$ cat config.mk
export PLATFORM = sky130hd
export DESIGN_NAME = dir_home_ctrl
export DESIGN_NICKNAME = d
export VERILOG_FILES = /design/src/rtl/dir_pkg.sv /design/src/rtl/dir_store.sv /design/src/rtl/dir_pick.sv /design/src/rtl/dir_engine.sv /design/src/rtl/dir_home_ctrl.sv
export SDC_FILE = /design/constraint.sdc
export NUM_CORES = 1
export LEC_CHECK = 0
export ABC_AREA = 1
export CAP_MARGIN = 20
export CELL_PAD_IN_SITES_DETAIL_PLACEMENT = 0
export CELL_PAD_IN_SITES_GLOBAL_PLACEMENT = 2
export CORE_MARGIN = 3
export CORE_UTILIZATION = 35
export CTS_BUF_LIST = sky130_fd_sc_hd__clkbuf_8 sky130_fd_sc_hd__clkbuf_16
export CTS_CLUSTER_DIAMETER = 30
export DETAILED_ROUTE_END_ITERATION = 7
export DONT_BUFFER_PORTS = 1
export HOLD_SLACK_MARGIN = 0.02
export PLACE_DENSITY_LB_ADDON = 0.1
export SYNTH_ARGS = -nofsm -noshare
export SYNTH_HDL_FRONTEND = slang
export SYNTH_SLANG_ARGS = --single-unit
$ cat constraint.sdc
create_clock -name clk -period 2.65 [get_ports clk]
set_input_delay 0.53 -clock clk [delete_from_list [all_inputs] [get_ports clk]]
set_output_delay 0.53 -clock clk [all_outputs]
set_load 0.01 [all_outputs]
$ cat src/rtl/dir_pkg.sv
package dir_pkg;

  typedef enum logic [1:0] {
    DS_UNC = 2'd0,
    DS_SHR = 2'd1,
    DS_MOD = 2'd2
  } dstate_e;

  typedef enum logic [1:0] {
    RQ_RD  = 2'd0,
    RQ_WR  = 2'd1,
    RQ_WB  = 2'd2,
    RQ_NOP = 2'd3
  } req_e;

  typedef enum logic [1:0] {
    MK_NONE      = 2'd0,
    MK_INV       = 2'd1,
    MK_FETCH     = 2'd2,
    MK_FETCH_INV = 2'd3
  } msg_e;

  typedef enum logic [2:0] {
    EN_IDLE  = 3'd0,
    EN_EVAL  = 3'd1,
    EN_INV   = 3'd2,
    EN_FETCH = 3'd3,
    EN_WAIT  = 3'd4,
    EN_DONE  = 3'd5
  } eng_e;

  // Directory state left behind by a completed (non-dropped) request.
  function automatic dstate_e dir_after(req_e k, dstate_e s);
    case (k)
      RQ_RD:   return DS_SHR;
      RQ_WR:   return DS_MOD;
      RQ_WB:   return DS_UNC;
      default: return s;
    endcase
  endfunction

  // True when the owner's copy must be recovered before replying.
  function automatic logic needs_owner(req_e k, dstate_e s);
    return (k == RQ_RD || k == RQ_WR) && s == DS_MOD;
  endfunction

  // Message kind sent to the owner of a Modified block.
  function automatic msg_e owner_msg(req_e k);
    return (k == RQ_WR) ? MK_FETCH_INV : MK_FETCH;
  endfunction

endpackage

$ cat src/rtl/dir_store.sv
module dir_store
  import dir_pkg::*;
#(
  parameter int NODES  = 8,
  parameter int BLOCKS = 16,
  localparam int BW = $clog2(BLOCKS)
) (
  input  logic             clk,
  input  logic             rst_n,
  input  logic [BW-1:0]    rd_idx,
  output dstate_e          rd_state,
  output logic [NODES-1:0] rd_sharers,
  input  logic             wr_en,
  input  logic [BW-1:0]    wr_idx,
  input  dstate_e          wr_state,
  input  logic [NODES-1:0] wr_sharers
);

  dstate_e          st_a [BLOCKS];
  logic [NODES-1:0] sh_a [BLOCKS];

  always_ff @(posedge clk or negedge rst_n) begin
    if (!rst_n) begin
      for (int b = 0; b < BLOCKS; b++) begin
        st_a[b] <= DS_UNC;
        sh_a[b] <= '0;
      end
    end else if (wr_en) begin
      st_a[wr_idx] <= wr_state;
      sh_a[wr_idx] <= wr_sharers;
    end
  end

  assign rd_state   = st_a[rd_idx];
  assign rd_sharers = sh_a[rd_idx];

endmodule

$ cat src/rtl/dir_pick.sv
module dir_pick #(
  parameter int N = 8,
  localparam int NW = $clog2(N)
) (
  input  logic [N-1:0]  vec,
  output logic [NW-1:0] idx
);

  logic [N-1:0] iso;
  assign iso = vec & (~vec + N'(1));

  for (genvar j = 0; j < NW; j++) begin : g_idx
    logic [N-1:0] m;
    always_comb begin
      for (int i = 0; i < N; i++) m[i] = ((i >> j) % 2) == 1;
    end
    assign idx[j] = |(iso & m);
  end

endmodule

$ cat src/rtl/dir_engine.sv
module dir_engine
  import dir_pkg::*;
#(
  parameter int NODES  = 8,
  parameter int BLOCKS = 16,
  localparam int NW = $clog2(NODES),
  localparam int BW = $clog2(BLOCKS)
) (
  input  logic             clk,
  input  logic             rst_n,
  input  logic             req_valid,
  output logic             req_ready,
  input  logic [1:0]       req_kind,
  input  logic [NW-1:0]    req_node,
  input  logic [BW-1:0]    req_block,
  input  logic             fetch_ack,
  input  dstate_e          rd_state,
  input  logic [NODES-1:0] rd_sharers,
  input  logic [NW-1:0]    pick_idx,
  output logic [NODES-1:0] pick_vec,
  output logic [BW-1:0]    cur_block,
  output logic [NW-1:0]    cur_node,
  output logic             busy,
  output logic             msg_valid,
  output logic [1:0]       msg_kind,
  output logic [NW-1:0]    msg_node,
  output logic             reply_valid,
  output logic             reply_fwd,
  output logic             mem_wr,
  output logic             dir_wr_en,
  output dstate_e          dir_wr_state,
  output logic [NODES-1:0] dir_wr_sharers
);

  eng_e             st;
  req_e             k_q;
  logic [NW-1:0]    node_q;
  logic [BW-1:0]    blk_q;
  dstate_e          old_st_q;
  logic [NODES-1:0] old_sh_q;
  logic [NODES-1:0] pend_q;
  logic             fwd_q;
  logic             wb_ok_q;
  logic             drop_q;

  logic [NODES-1:0] req_bit;
  logic [NODES-1:0] pick_bit;
  logic [NODES-1:0] pend_left;
  logic [NODES-1:0] ev_pend;
  logic             ev_owner;
  logic             ev_wb_ok;
  logic             ev_drop;

  assign req_bit   = NODES'(1) << node_q;
  assign pick_bit  = NODES'(1) << pick_idx;
  assign pend_left = pend_q & ~pick_bit;

  // Decision taken once the directory entry of the latched block is visible.
  always_comb begin
    ev_owner = needs_owner(k_q, rd_state);
    ev_pend  = '0;
    ev_wb_ok = 1'b0;
    ev_drop  = 1'b0;
    case (k_q)
      RQ_WR:   if (rd_state == DS_SHR) ev_pend = rd_sharers & ~req_bit;
      RQ_WB: begin
        ev_wb_ok = (rd_state == DS_MOD) && (rd_sharers == req_bit);
        ev_drop  = !ev_wb_ok;
      end
      RQ_NOP:  ev_drop = 1'b1;
      default: ;
    endcase
  end

  always_ff @(posedge clk or negedge rst_n) begin
    if (!rst_n) begin
      st       <= EN_IDLE;
      k_q      <= RQ_NOP;
      node_q   <= '0;
      blk_q    <= '0;
      old_st_q <= DS_UNC;
      old_sh_q <= '0;
      pend_q   <= '0;
      fwd_q    <= 1'b0;
      wb_ok_q  <= 1'b0;
      drop_q   <= 1'b0;
    end else begin
      case (st)
        EN_IDLE: if (req_valid) begin
          k_q     <= req_e'(req_kind);
          node_q  <= req_node;
          blk_q   <= req_block;
          fwd_q   <= 1'b0;
          wb_ok_q <= 1'b0;
          drop_q  <= 1'b0;
          st      <= EN_EVAL;
        end
        EN_EVAL: begin
          old_st_q <= rd_state;
          old_sh_q <= rd_sharers;
          pend_q   <= ev_pend;
          fwd_q    <= ev_owner;
          wb_ok_q  <= ev_wb_ok;
          drop_q   <= ev_drop;
          if (ev_owner)          st <= EN_FETCH;
          else if (ev_pend != 0) st <= EN_INV;
          else                   st <= EN_DONE;
        end
        EN_INV: begin
          pend_q <= pend_left;
          if (pend_left == 0) st <= EN_DONE;
        end
        EN_FETCH: st <= EN_WAIT;
        EN_WAIT:  if (fetch_ack) st <= EN_DONE;
        EN_DONE:  st <= EN_IDLE;
        default:  st <= EN_IDLE;
      endcase
    end
  end

  assign busy      = (st != EN_IDLE);
  assign req_ready = (st == EN_IDLE);
  assign cur_block = blk_q;
  assign cur_node  = node_q;
  assign pick_vec  = (st == EN_INV) ? pend_q : old_sh_q;

  always_comb begin
    msg_valid = 1'b0;
    msg_kind  = MK_NONE;
    msg_node  = pick_idx;
    if (st == EN_INV) begin
      msg_valid = 1'b1;
      msg_kind  = MK_INV;
    end else if (st == EN_FETCH) begin
      msg_valid = 1'b1;
      msg_kind  = owner_msg(k_q);
    end
  end

  assign reply_valid = (st == EN_DONE) && !drop_q && (k_q != RQ_WB);
  assign reply_fwd   = fwd_q;
  assign mem_wr      = (st == EN_DONE) && (fwd_q || wb_ok_q);

  always_comb begin
    dir_wr_en      = (st == EN_DONE) && !drop_q;
    dir_wr_state   = dir_after(k_q, old_st_q);
    dir_wr_sharers = old_sh_q;
    case (k_q)
      RQ_RD:   dir_wr_sharers = old_sh_q | req_bit;
      RQ_WR:   dir_wr_sharers = req_bit;
      RQ_WB:   dir_wr_sharers = '0;
      default: ;
    endcase
  end

endmodule

$ cat src/rtl/dir_home_ctrl.sv
module dir_home_ctrl
  import dir_pkg::*;
#(
  parameter int NODES  = 8,
  parameter int BLOCKS = 16,
  localparam int NW = $clog2(NODES),
  localparam int BW = $clog2(BLOCKS)
) (
  input  logic          clk,
  input  logic          rst_n,
  input  logic          req_valid,
  output logic          req_ready,
  input  logic [1:0]    req_kind,
  input  logic [NW-1:0] req_node,
  input  logic [BW-1:0] req_block,
  input  logic          fetch_ack,
  output logic          msg_valid,
  output logic [1:0]    msg_kind,
  output logic [NW-1:0] msg_node,
  output logic [BW-1:0] msg_block,
  output logic          reply_valid,
  output logic [NW-1:0] reply_node,
  output logic [BW-1:0] reply_block,
  output logic          reply_fwd,
  output logic          mem_wr,
  output logic [BW-1:0] mem_wr_block
);

  dstate_e          rd_state;
  logic [NODES-1:0] rd_sharers;
  logic [NODES-1:0] pick_vec;
  logic [NW-1:0]    pick_idx;
  logic [BW-1:0]    cur_block;
  logic [NW-1:0]    cur_node;
  logic             busy;
  logic             dir_wr_en;
  dstate_e          dir_wr_state;
  logic [NODES-1:0] dir_wr_sharers;

  dir_store #(.NODES(NODES), .BLOCKS(BLOCKS)) u_store (
    .clk        (clk),
    .rst_n      (rst_n),
    .rd_idx     (cur_block),
    .rd_state   (rd_state),
    .rd_sharers (rd_sharers),
    .wr_en      (dir_wr_en),
    .wr_idx     (cur_block),
    .wr_state   (dir_wr_state),
    .wr_sharers (dir_wr_sharers)
  );

  dir_pick #(.N(NODES)) u_pick (
    .vec (pick_vec),
    .idx (pick_idx)
  );

  dir_engine #(.NODES(NODES), .BLOCKS(BLOCKS)) u_eng (
    .clk            (clk),
    .rst_n          (rst_n),
    .req_valid      (req_valid),
    .req_ready      (req_ready),
    .req_kind       (req_kind),
    .req_node       (req_node),
    .req_block      (req_block),
    .fetch_ack      (fetch_ack),
    .rd_state       (rd_state),
    .rd_sharers     (rd_sharers),
    .pick_idx       (pick_idx),
    .pick_vec       (pick_vec),
    .cur_block      (cur_block),
    .cur_node       (cur_node),
    .busy           (busy),
    .msg_valid      (msg_valid),
    .msg_kind       (msg_kind),
    .msg_node       (msg_node),
    .reply_valid    (reply_valid),
    .reply_fwd      (reply_fwd),
    .mem_wr         (mem_wr),
    .dir_wr_en      (dir_wr_en),
    .dir_wr_state   (dir_wr_state),
    .dir_wr_sharers (dir_wr_sharers)
  );

  assign msg_block    = cur_block;
  assign reply_node   = cur_node;
  assign reply_block  = cur_block;
  assign mem_wr_block = cur_block;

endmodule

# Word-level counts from Yosys, hierarchy flattened
# Cells that the tools add are included.
# word_totals
ff_bits	193
latch_bits	0
ram_bits	0
romBits	0
in_bits	13
out_inout_bits	25
n_memories	0
# op_classes
addsub	1
n_mul	0
n_div	0
order_cmp	2
eq_ne	15
shifts	2
mux	35
n_bitwise	8
n_reduce_logical	22
# op_table
operator	count
bitwise mux 128 bit	1
2-to-1 mux 8 bit	6
binary-select mux 8 bit (select 4 bit)	1
bitwise mux 32 bit	1
demux 8 bit (select 4 bit)	1
bitwise AND 8 bit	3
inverter 8 bit	3
case mux 8 bit (3 select lines)	1
case mux 8 bit (2 select lines)	1
<< shifter 1 x 3 -> 8 bit, first input constant	2
2-to-1 mux 3 bit	5
case mux 3 bit (5 select lines)	1
OR reduction 4 bit	3
2-to-1 mux 2 bit	5
adder 8 x 1 -> 8 bit, second input constant	1
binary-select mux 2 bit (select 4 bit)	1
demux 2 bit (select 4 bit)	1
equality test 8 bit	1
logical NOT 8 bit	1
OR 8 bit	1
case mux 1 bit (2 select lines)	4
nonzero test 8 bit	1
equality test 2 bit, second input constant	3
equality test 3 x 2 -> 1 bit, second input constant	2
other kinds (18)	35

# Longest topological paths before layout
# Gate-level depths: netlist of run 1.
# logic_depth
ltp_word	12
ltp_mapped	17
depth_no_buf	16

# Cells and area by module
# A second synthesis of run 1 with hierarchy kept.
# unflattened
cells_unflattened	1336
hier_area_um2	9998.3
# modules_own_cells
mod	n_inst	cells_each	area_each_um2	seq_area_each_um2
dir_store	1	1047	7751.2	4003.8
dir_engine	1	254	2057.0	828.3
dir_pick	1	27	130.1	0.0
dir_home_ctrl	1	8	60.1	0.0

# Worst setup path before layout of run 1
# Ideal clock, no wire load.
# synth_path
path_type	register to register
from	register u_eng.blk_q[1], in the netlist u_eng.cur_block[1]
to	register u_eng.st[2]
arrival_time_ps	2627
required_ps	2585
setup_slack_ps	-42
path_stages_with_launch	18
path_buffers	2
period_less_slack_ps	2692
path_cell_list	dfrtp_1 > inv_2 > nor2_4 > buf_6 > buf_6 > a22oi_1 > a21oi_1 > or4_4 > ha_1 > inv_1 > nor2_1 > o211ai_1 > nand2_1 > nor2_1 > nand3_1 > nand2_1 > nand3_1 > nand2_1
# synth_via
elab_chain_cells	11
word_cells_on_any_way	17
cone_classes	eq/ne: 2; mux: 11; bitwise: 2; reduce/logical: 2
# synth_rtl
element	line	text
start: declaration	dir_engine.sv:38	logic [BW-1:0] blk_q;
start signal: assignment	dir_engine.sv:92	blk_q <= req_block;
inverter 4 -> 5 bit (not written as such)	dir_store.sv:35	assign rd_sharers = sh_a[rd_idx];
binary-select mux 8 bit (select 4 bit)	dir_store.sv:35	
2-to-1 mux 8 bit (not written as such) (2 in a row)	dir_store.sv:35	
via rd_sharers[2]	dir_home_ctrl.sv:30	logic [NODES-1:0] rd_sharers;
bitwise AND 8 bit	dir_engine.sv:65	RQ_WR: if (rd_state == DS_SHR) ev_pend = rd_sharers & ~req_bit;
2-to-1 mux 8 bit	dir_engine.sv:65	
2-to-1 mux 8 bit	dir_engine.sv:64	case (k_q)
nonzero test 8 bit	dir_engine.sv:106	else if (ev_pend != 0) st <= EN_INV;
2-to-1 mux 3 bit	dir_engine.sv:106	
2-to-1 mux 3 bit	dir_engine.sv:105	if (ev_owner) st <= EN_FETCH;
case mux 3 bit (5 select lines)	dir_engine.sv:88	case (st)
end signal: assignment	dir_engine.sv:105	
end signal: assignment	dir_engine.sv:106	
end signal: assignment	dir_engine.sv:107	else st <= EN_DONE;
end: declaration	dir_engine.sv:35	eng_e st;
# The timed path passes the listed nets, and every way through them passes these cells. The select of a mux whose other input is x is not followed.
# A chain may end at the register's enable or synchronous reset.

# Worst setup path after layout of run 1
# Ends and elaborated chain as after synthesis.

==> results.sh, run 1 <==
export IMPL_synth_top_family_by_area="compound AO/OA/AOI/OAI gates"
export IMPL_ys_types=31
export IMPL_synthDominantCellAreaShare=0.526
export IMPL_grt_pass1_wl_um=45600
export IMPL_required_ns=3.03
export IMPL_hp_class="input port to asynchronous set/reset pin"
export IMPL_synth_cells=1080
export IMPL_period_share=1.04
export IMPL_synth_edff_count=0
export IMPL_synthAdderAreaFrac=0.0110
export IMPL_p_leak_nw=4.80
export IMPL_outcome="complete, but fails checks"
export IMPL_critPathCaptureType="flip-flop"
export IMPL_p_per_area_nw_per_um2=1050
export IMPL_drive_gt1_frac=0.190
export IMPL_ys_ff_latch=193
export IMPL_cts_clk_slew_worst_paths_ns=0.08
export IMPL_ys_seq_area_frac=0.532
export IMPL_wl_per_cell_um=20.2
export IMPL_h_tree_depth=4
export IMPL_cp_arrival_ns=3.15
export IMPL_num_vias=7470
export IMPL_drt_pass1_iter_count=5
export IMPL_viasPerCell=5.16
export IMPL_port_buffers=0
export IMPL_fin_crit_ns=2.76
export IMPL_synthXorXnorAreaFrac=0
export IMPL_track_usage=0.210
export IMPL_syn2layout_area_growth_pct=21.7
export IMPL_diodes=0
export IMPL_totalWireLength_um=29300
export IMPL_crit_family="simple AND/OR/NAND/NOR gates"
export IMPL_antenna_found_initial=0
export IMPL_r2r_start="u_eng.cur_block[1]"
export IMPL_cts_tree="built"
export IMPL_drtAntennaViolNets=0
export IMPL_multi_input_area_um2=3980
export IMPL_initialDrtViolationCount=550
export IMPL_initial_core_util=0.359
export IMPL_final_max_slew_viol_count=0
export IMPL_synth_largest_area_cell="dfrtp_1"
export IMPL_cp_num_buf_inv=4
export IMPL_dieArea_um2=27900
export IMPL_numClockSinks=193
export IMPL_ys_warnings_count=0
export IMPL_synth_compound_area_frac=0.195
export IMPL_fillerInstances=2558
export IMPL_worst_pin_slew_ns=0.753
export IMPL_path_class="flip-flop to flip-flop"
export IMPL_row_count=58
export IMPL_cts_root_buf="clkbuf_16"
export IMPL_syn_area_um2=9090
export IMPL_clk_latency_ns=0.44
export IMPL_crit_path_cell_trace="inv_2, nor2_4, clkbuf_16, a22oi_1, a21oi_1, buf_4, or4_4, ha_4, inv_1, nor2_1, o211ai_1, nand2_1, nor2_2, nand3_1, nand2_1, nand3_1, nand2_1"
export IMPL_synth_main_ff_cell="dfrtp_1"
export IMPL_core_um2=25300
export IMPL_ios=38
export IMPL_synth_area_mux_share=0.00124
export IMPL_grt_overflow_total=0
export IMPL_crit_path_top_delay_cell="dfrtp_2"
export IMPL_slew_headroom=0.497
export IMPL_fmax_mhz=362
export IMPL_mostFrequentLayoutCells="291 x nand2_1, 189 x dfrtp_1, 170 x o21ai_0, 69 x inv_1, 61 x buf_4"
export IMPL_setup_slack_ns=-0.112
export IMPL_finClkSkew_ns=0.0155
export IMPL_synthArstFlopShare=1.00
export IMPL_violations="negative hold slack, negative setup slack"
export IMPL_vdd_ir_drop_max_mv=0.499
export IMPL_syn_num_nets=1101
export IMPL_total_power_mw=11.7
export IMPL_grt_max_degree=194
export IMPL_setup_viol=4
export IMPL_critPathLaunch="u_eng.cur_block[1]"
export IMPL_hold_viol=192
export IMPL_max_stage_delay_ns=0.49
export IMPL_drc_errors=0
export IMPL_cts_buffers=17
export IMPL_globalplace_congestion=0.807
export IMPL_final_core_util=0.437
export IMPL_synthSimpleGateAreaFrac=0.189
export IMPL_layout_commonest_cell="nand2_1"
export IMPL_area_sequential_um2=4830
export IMPL_cpMostUsedCell="nand2_1"
export IMPL_nets=1127
export IMPL_whs_ns=-0.223
export IMPL_fp_dieW_um=167
export IMPL_critical_path_max_fanout=5
export IMPL_maxCapViolCount=0
export IMPL_synth_area_leaders="dfrtp_1 53%, nand2_1 12%, o21ai_0 9.4%, a22oi_1 5.3%, inv_1 2.9%"
export IMPL_grt_pass1_vias=7531
export IMPL_rsz0062_at_grt="yes"
export IMPL_hpwl_um=19100
export IMPL_start_kind="flip-flop"
export IMPL_syn_mean_instance_area_um2=8.42
export IMPL_clock_path_buffers=2
export IMPL_die_h_um=167
==> per-layer routing <==
layer / vias up / global-route usage / routed length (µm)
met3: 20 / 0.0316 / 936
met4: 0 / 0.0398 / 267
li1: 3666 / - / -
met2: 129 / 0.339 / 13700
met5: - / 0 / 0
met1: 3655 / 0.305 / 14400
==> power breakdown <==
group | leakage [nW] | switching, mW | internal [mW]
clock network | 0.321 | 1.33 | 1.56
logic | 1.84 | 2.97 | 1.72
registers | 2.64 | 0.499 | 3.58
==> timing repair <==
item                                   4_1_cts  5_1_grt
setup endpoints to repair                    8       14
cloned                                       4        3
pin swaps                                   13       24
buffers inserted                             2        5
resized for setup                           46       40
endpoints found under the hold margin      193      193
==> synthesized netlist by cell type (5+ instances only) <==
cell type / n
o22ai_1: 8
a22oi_1: 64
dfrtp_1: 191
ha_1: 8
inv_2: 5
or4_4: 8
nor2_1: 53
o21ai_0: 171
buf_4: 9
nand3_1: 36
nand2_2: 6
o211ai_1: 6
o21ai_1: 9
a21oi_1: 47
nand2_1: 292
inv_1: 70
buf_2: 10
o221ai_1: 5
clkbuf_1: 53
nor3_1: 7
==> flip-flops by register name, indices dropped and copies added (netlist names), 2 cells and up <==
name / flops
u_eng.cur_block: 4
u_eng.cur_node: 3
u_eng.k_q: 2
u_eng.old_sh_q: 8
u_eng.old_st_q: 2
u_eng.pend_q: 8
u_eng.st: 3
u_store.sh_a: 128
u_store.st_a: 32
==> logic make-up (layout without fill, tap and decap cells) <==
| kind of cell | count (synthesis) | in the layout |
|---|---|---|
| multiplexers | 1 | 1 |
| buffers and inverters | 154 | 192 |
| AO/OA/AOI/OAI | 312 | 312 |
| adder cells (fa/ha/maj) | 8 | 8 |
| AND/OR/NAND/NOR | 412 | 413 |
| flip-flops | 193 | 193 |
==> worst register-to-register path, delay by kind of cell (launching register included) <==
family / cells / cell delay [ns]
buf+inv: 4 / 0.48
fa+ha+maj: 1 / 0.19
flops: 1 / 0.49
compound gates: 3 / 0.44
simple gates: 9 / 1.13
==> area by class of cell <==
type                       instances  share of cell area
inverter                          78              0.0271
sequential                       193               0.437
multi-input combinational        734               0.360
clock inverter                    15              0.0215
timing repair buffer              82              0.0786
clock buffer                      17              0.0385
tap                              330              0.0373
==> metrics by stage <==
stage          worst slack (ns)  instances  setup TNS, ns  hold slack, ns  instance area, µm²
4_1_cts                  -0.101       1444         -0.291          -0.236               10800
3_5_place_dp             -0.223       1406         -0.910           0.239                9820
5_1_grt                  -0.268       1449          -1.49          -0.241               11100
3_3_place_gp             -0.230       1406         -0.929           0.239                9820
2_1_floorplan           0.00633       1080              0           0.234                9090
6_report                 -0.112       1449         -0.319          -0.223               11100
==> path summary, 6_finish.rpt <==
kind | to | slack [ns] | depth (start not counted)
worst min-delay path | u_store.st_a[7] | -0.22 | 0
worst min register to register | u_store.st_a[10] | 0.49 | 2
max in group asynchronous | u_eng.k_q[1] | 2.49 | 0
worst max register to register | u_eng.st[2] | -0.11 | 17
worst max-delay path | u_eng.st[2] | -0.11 | 17
min in group clk | u_eng.cur_block[2] | 0.24 | 1
Power figures use the tool's default switching activity.
==> run 2, diff against run 1 <==
- SKIP_CTS_REPAIR_TIMING: not set -> 1
==> run 2 against run 1 <==
Effect of this change:
- the run still ends with negative hold slack, negative setup slack left
- critical path depth did not move
- worst setup slack got worse by 0.0020 ns
- first-iteration DRC count fell by 11%
- register-to-register slack barely moved
- clock-buffer cell count did not move
- total power fell by 4.3%
- fmax barely moved
- via count fell by 0.74%
- hold slack improved by 0.0025 ns
- sequential share of layout area rose by 1.4 points
- die area did not move
- non-clock buffer count fell by 7
- critical endpoint unchanged
==> results.sh, run 2 (synthesis gave the netlist of run 1 again) <==
export IMPL_combPwrFrac=0.378
export IMPL_largest_register="u_store.sh_a"
export IMPL_hp_class="input port to asynchronous set/reset pin"
export IMPL_switching_share=0.409
export IMPL_cts_root_buf="clkbuf_16"
export IMPL_crit_path_cell_trace="nand2_2, inv_4, buf_4, a22oi_2, a21oi_1, buf_4, or4_4, ha_2, inv_1, nor2_1, o211ai_1, nand2_1, nor2_2, nand3_1, nand2_1, nand3_1, nand2_1"
export IMPL_grt_overflow_total=0
export IMPL_clk_latency_ns=0.44
export IMPL_track_usage=0.204
export IMPL_initial_core_util=0.359
export IMPL_h_tree_depth=4
export IMPL_critPathLaunch="u_eng.cur_block[1]"
export IMPL_slew_headroom=0.499
export IMPL_crit_family="simple AND/OR/NAND/NOR gates"
export IMPL_multi_input_area_um2=3800
export IMPL_start_kind="flip-flop"
export IMPL_grt_pass1_wl_um=44500
export IMPL_diodes=0
export IMPL_critPathCaptureType="flip-flop"
export IMPL_drt_pass1_iter_count=4
export IMPL_violations="negative hold slack, negative setup slack"
export IMPL_port_buffers=0
export IMPL_antenna_found_initial=0
export IMPL_drtAntennaViolNets=0
export IMPL_final_area_um2=10700
export IMPL_mostFrequentLayoutCells="292 x nand2_1, 189 x dfrtp_1, 170 x o21ai_0, 70 x inv_1, 61 x buf_4"
export IMPL_critical_path_max_fanout=7
export IMPL_hold_viol=193
export IMPL_fp_dieW_um=167
export IMPL_cp_arrival_ns=3.14
export IMPL_wl_per_cell_um=19.6
export IMPL_die_h_um=167
export IMPL_setup_viol=5
export IMPL_finClkSkew_ns=0.0160
export IMPL_drive_gt1_frac=0.159
export IMPL_hpwl_um=19100
export IMPL_row_count=58
export IMPL_placed_area_um2=9820
export IMPL_numClockSinks=193
export IMPL_largest_reg_flops=128
export IMPL_period_share=1.04
export IMPL_r2r_start="u_eng.cur_block[1]"
export IMPL_layout_commonest_cell="nand2_1"
export IMPL_max_stage_delay_ns=0.47
export IMPL_cp_num_buf_inv=4
export IMPL_vdd_ir_drop_max_mv=0.493
export IMPL_drc_errors=0
export IMPL_p_seq_frac=0.364
export IMPL_clock_path_buffers=2
export IMPL_syn2layout_area_growth_pct=17.9
export IMPL_core_um2=25300
export IMPL_totalWireLength_um=28300
export IMPL_final_max_slew_viol_count=0
export IMPL_initialDrtViolationCount=491
export IMPL_power_net_switching_mw=4.56
export IMPL_outcome="complete, but fails checks"
export IMPL_maxCapViolCount=0
export IMPL_area_sequential_um2=4830
export IMPL_fillerInstances=2616
export IMPL_fmax_mhz=362
export IMPL_top_regs="u_store.sh_a (128), u_store.st_a (32)"
export IMPL_nets=1120
export IMPL_fin_crit_ns=2.76
export IMPL_grt_max_degree=194
export IMPL_cts_clk_slew_worst_paths_ns=0.08
export IMPL_cts_buffers=17
export IMPL_required_ns=3.03
export IMPL_cpMostUsedCell="nand2_1"
export IMPL_intPower_mw=6.59
export IMPL_num_vias=7415
export IMPL_crit_path_top_delay_cell="dfrtp_2"
export IMPL_setup_slack_ns=-0.114
export IMPL_rsz0062_at_grt="yes"
export IMPL_whs_ns=-0.220
export IMPL_path_class="flip-flop to flip-flop"
export IMPL_cts_tree="built"
export IMPL_p_per_area_nw_per_um2=1040
export IMPL_worst_pin_slew_ns=0.750
export IMPL_ios=38
export IMPL_clkPwrFrac=0.258
export IMPL_p_leak_nw=4.72
export IMPL_viasPerCell=5.14
export IMPL_grt_pass1_vias=7435
export IMPL_globalplace_congestion=0.807
export IMPL_dieArea_um2=27900
==> run 2: cell count changes in the layout (fill, tap and decap cells not counted), sizes merged <==
cell / before / now
buf: 78 / 74
clkbuf: 21 / 18
==> run 2: worst reg2reg max path: stages, from the launching register on <==
cell and delay (ns):
dfrtp_2 0.47, nand2_2 0.12, inv_4 0.08, buf_4 0.16, a22oi_2 0.17, a21oi_1 0.11
buf_4 0.15, or4_4 0.45, ha_2 0.20, inv_1 0.05, nor2_1 0.05, o211ai_1 0.17
nand2_1 0.11, nor2_2 0.14, nand3_1 0.08, nand2_1 0.07, nand3_1 0.07, nand2_1 0.06
==> run 2: through the flow <==
step,instances,utilization,worst slack (ns),power [mW],TNS (ns)
6_report,1442,0.423,-0.114,11.2,-0.302
5_1_grt,1442,0.423,-0.312,11.9,-1.60
4_1_cts,1438,0.414,-0.241,11.0,-1.42
3_5_place_dp,1406,0.388,-0.223,8.07,-0.910
3_3_place_gp,1406,0.388,-0.230,8.09,-0.929
2_1_floorplan,1080,-,0.00633,6.43,0
==> run 2: worst paths after layout <==
path	endpoint	slack, ns	cells after the start
min	u_store.st_a[7]	-0.22	0
max	u_eng.st[2]	-0.11	17
max reg2reg	u_eng.st[2]	-0.11	17
min in group clk	u_eng.cur_block[2]	0.25	1
min reg2reg	u_store.st_a[10]	0.49	2
max in group asynchronous	u_eng.old_sh_q[1]	2.41	0
==> run 2: layout make-up <==
type                       instances  area share
clock inverter                    15      0.0222
clock buffer                      17      0.0397
sequential                       193       0.451
timing repair buffer              75      0.0669
tap                              330      0.0385
multi-input combinational        734       0.354
inverter                          78      0.0278
==> run 2: power by group through the flow <==
stage	clock network, mW	registers [mW]	logic (mW)
3_3_place_gp	0	4.08	4.01
4_1_cts	2.96	4.03	4.00
3_5_place_dp	0	4.08	3.99
6_report	2.88	4.06	4.21
2_1_floorplan	0	3.96	2.47
5_1_grt	3.08	4.13	4.68
==> run 2: layer usage <==
metal  vias to the layer above  GRT usage  share of wire
met3                        23     0.0283          0.031
li1                       3651          -              -
met2                       127      0.328           0.46
met4                         0     0.0388          0.010
met1                      3614      0.300           0.50
met5                         -          0              0
==> run 3, diff against run 2 <==
- CORE_UTILIZATION: 35 -> 42
- REMOVE_ABC_BUFFERS: not set -> 1
- clock period: 2.65 -> 3.57 ns (I/O delays scaled with it)
==> run 3 against run 2 <==
Effect of this change:
- the run ends with negative hold slack left
- highest routed layer unchanged
- clock-buffer cell count unchanged
- cell area shrank 8.6%
- global-route usage grew 2.6 points
==> results.sh, run 3 (synthesis gave the netlist of run 1 again) <==
export IMPL_outcome="complete, but fails checks"
export IMPL_violations="negative hold slack"
export IMPL_viasPerCell=5.37
export IMPL_fin_cells=1327
export IMPL_crit_family="simple AND/OR/NAND/NOR gates"
export IMPL_initial_core_util=0.430
export IMPL_hp_class="input port to asynchronous set/reset pin"
export IMPL_grt_pass1_wl_um=42200
export IMPL_drtAntennaViolNets=0
export IMPL_wl_per_cell_um=19.8
export IMPL_period_share=0.891
export IMPL_finClkSkew_ns=0.0166
export IMPL_whs_ns=-0.0333
export IMPL_path_class="flip-flop to flip-flop"
export IMPL_p_leak_nw=4.33
export IMPL_cts_clk_slew_worst_paths_ns=0.08
export IMPL_ios=38
export IMPL_fp_dieW_um=153
export IMPL_switching_share=0.421
export IMPL_cp_num_buf_inv=3
export IMPL_power_net_switching_mw=3.11
export IMPL_num_vias=7130
export IMPL_drt_pass1_iter_count=5
export IMPL_cpMostUsedCell="nand2_1"
export IMPL_h_tree_depth=4
export IMPL_hold_viol=60
export IMPL_multi_input_area_um2=3610
export IMPL_place_ws_ns=0.495
export IMPL_cts_buffers=17
export IMPL_vdd_ir_drop_max_mv=0.317
export IMPL_largest_reg_flops=128
export IMPL_cts_tree="built"
export IMPL_layout_commonest_cell="nand2_1"
export IMPL_maxCapViolCount=0
export IMPL_initialDrtViolationCount=517
export IMPL_numClockSinks=193
export IMPL_die_h_um=153
export IMPL_setup_slack_ns=0.389
export IMPL_crit_path_cell_trace="inv_2, nor2_2, buf_4, a22oi_1, a21oi_1, or4_4, ha_1, inv_1, nor2_1, o211ai_1, nand2_1, nor2_1, nand3_1, nand2_1, nand3_1, nand2_1"
export IMPL_nets=1060
export IMPL_cp_arrival_ns=3.51
export IMPL_rsz0062_at_grt="no"
export IMPL_core_um2=21200
export IMPL_row_count=53
export IMPL_syn2layout_area_growth_pct=7.84
export IMPL_worst_pin_slew_ns=0.820
export IMPL_dieArea_um2=23400
export IMPL_clk_latency_ns=0.44
export IMPL_grt_max_degree=194
export IMPL_clkPwrFrac=0.255
export IMPL_diodes=0
export IMPL_fmax_mhz=314
export IMPL_area_sequential_um2=4830
export IMPL_totalWireLength_um=26300
export IMPL_r2r_slack_ns=0.39
export IMPL_finalSetupTns_ns=0
export IMPL_grt_pass1_vias=7257
export IMPL_antenna_found_initial=0
export IMPL_top_regs="u_store.sh_a (128), u_store.st_a (32)"
export IMPL_setup_viol=0
export IMPL_intPower_mw=4.28
export IMPL_max_stage_delay_ns=0.59
export IMPL_slew_headroom=0.452
export IMPL_drc_errors=0
export IMPL_required_ns=3.90
export IMPL_start_kind="flip-flop"
export IMPL_critPathCaptureType="flip-flop"
export IMPL_hpwl_um=17700
export IMPL_final_max_slew_viol_count=0
export IMPL_fillerInstances=2162
export IMPL_combPwrFrac=0.336
export IMPL_globalplace_congestion=0.784
export IMPL_port_buffers=0
export IMPL_p_per_area_nw_per_um2=754
export IMPL_clock_path_buffers=2
export IMPL_fin_crit_ns=3.18
export IMPL_mostFrequentLayoutCells="292 x nand2_1, 191 x dfrtp_1, 171 x o21ai_0, 71 x inv_1, 64 x a22oi_1"
export IMPL_drive_gt1_frac=0.0741
export IMPL_grt_overflow_total=0
export IMPL_placedCellCount=1295
export IMPL_cts_root_buf="clkbuf_16"
export IMPL_p_seq_frac=0.409
export IMPL_critical_path_max_fanout=15
export IMPL_largest_register="u_store.sh_a"
export IMPL_crit_path_top_delay_cell="nor2_2"
export IMPL_track_usage=0.230
[run 3: changes by cell type in the layout (fill, tap and decap cells not counted), sizes merged]
cell / delta
buf: -58
bufinv: -3
clkbuf: -1
clkinv: +1
clkinvlp: +1
inv: +1
nand3: -1
[run 3: final timing paths]
check | to | startpoint | cells after the start
max in group asynchronous | u_eng.k_q[1] | rst_n | 0
worst max-delay path | u_eng.st[2] | u_eng.cur_block[0] | 16
worst max register to register | u_eng.st[2] | u_eng.cur_block[0] | 16
min in group clk | u_eng.k_q[0] | req_kind[0] | 2
worst min-delay path | u_store.st_a[16] | rst_n | 0
worst min register to register | u_store.st_a[19] | u_store.st_a[19] | 2
[run 3: routing by layer]
layer / global-route usage / wire (µm) / vias up
met4: 0.0552 / 427 / 0
met5: 0 / 0 / -
met1: 0.324 / 12600 / 3449
met2: 0.376 / 12300 / 133
met3: 0.0351 / 916 / 24
li1: - / - / 3524
[run 3: area by class of cell]
type / instances / share of cell area
inverter: 78 / 0.0299
sequential: 193 / 0.493
tap: 275 / 0.0351
clock inverter: 15 / 0.0153
timing repair buffer: 16 / 0.0148
clock buffer: 17 / 0.0434
multi-input combinational: 733 / 0.369
[run 3: worst register-to-register path: stages, from the launching register on]
cell and delay (ns):
dfrtp_1 0.56, inv_2 0.07, nor2_2 0.59, buf_4 0.37, a22oi_1 0.12, a21oi_1 0.32
or4_4 0.21, ha_1 0.14, inv_1 0.04, nor2_1 0.14, o211ai_1 0.12, nand2_1 0.10
nor2_1 0.06, nand3_1 0.06, nand2_1 0.05, nand3_1 0.07, nand2_1 0.05
[run 3: power by group through the flow]
| stage | registers, mW | clock network (mW) | logic, mW |
|---|---|---|---|
| after floorplan | 2.99 | 0 | 1.57 |
| after global placement | 3.06 | 0 | 2.50 |
| after detailed placement | 3.06 | 0 | 2.49 |
| after CTS | 3.02 | 1.93 | 2.50 |
| after global routing | 3.09 | 2.00 | 2.81 |
| final | 3.02 | 1.88 | 2.48 |
[run 3: stage by stage]
stage,utilization,power [mW],instance area (µm²)
6_report,0.463,7.39,9800
2_1_floorplan,-,4.56,8730
3_3_place_gp,0.436,5.56,9230
5_1_grt,0.463,7.91,9800
3_5_place_dp,0.436,5.55,9230
4_1_cts,0.463,7.45,9800
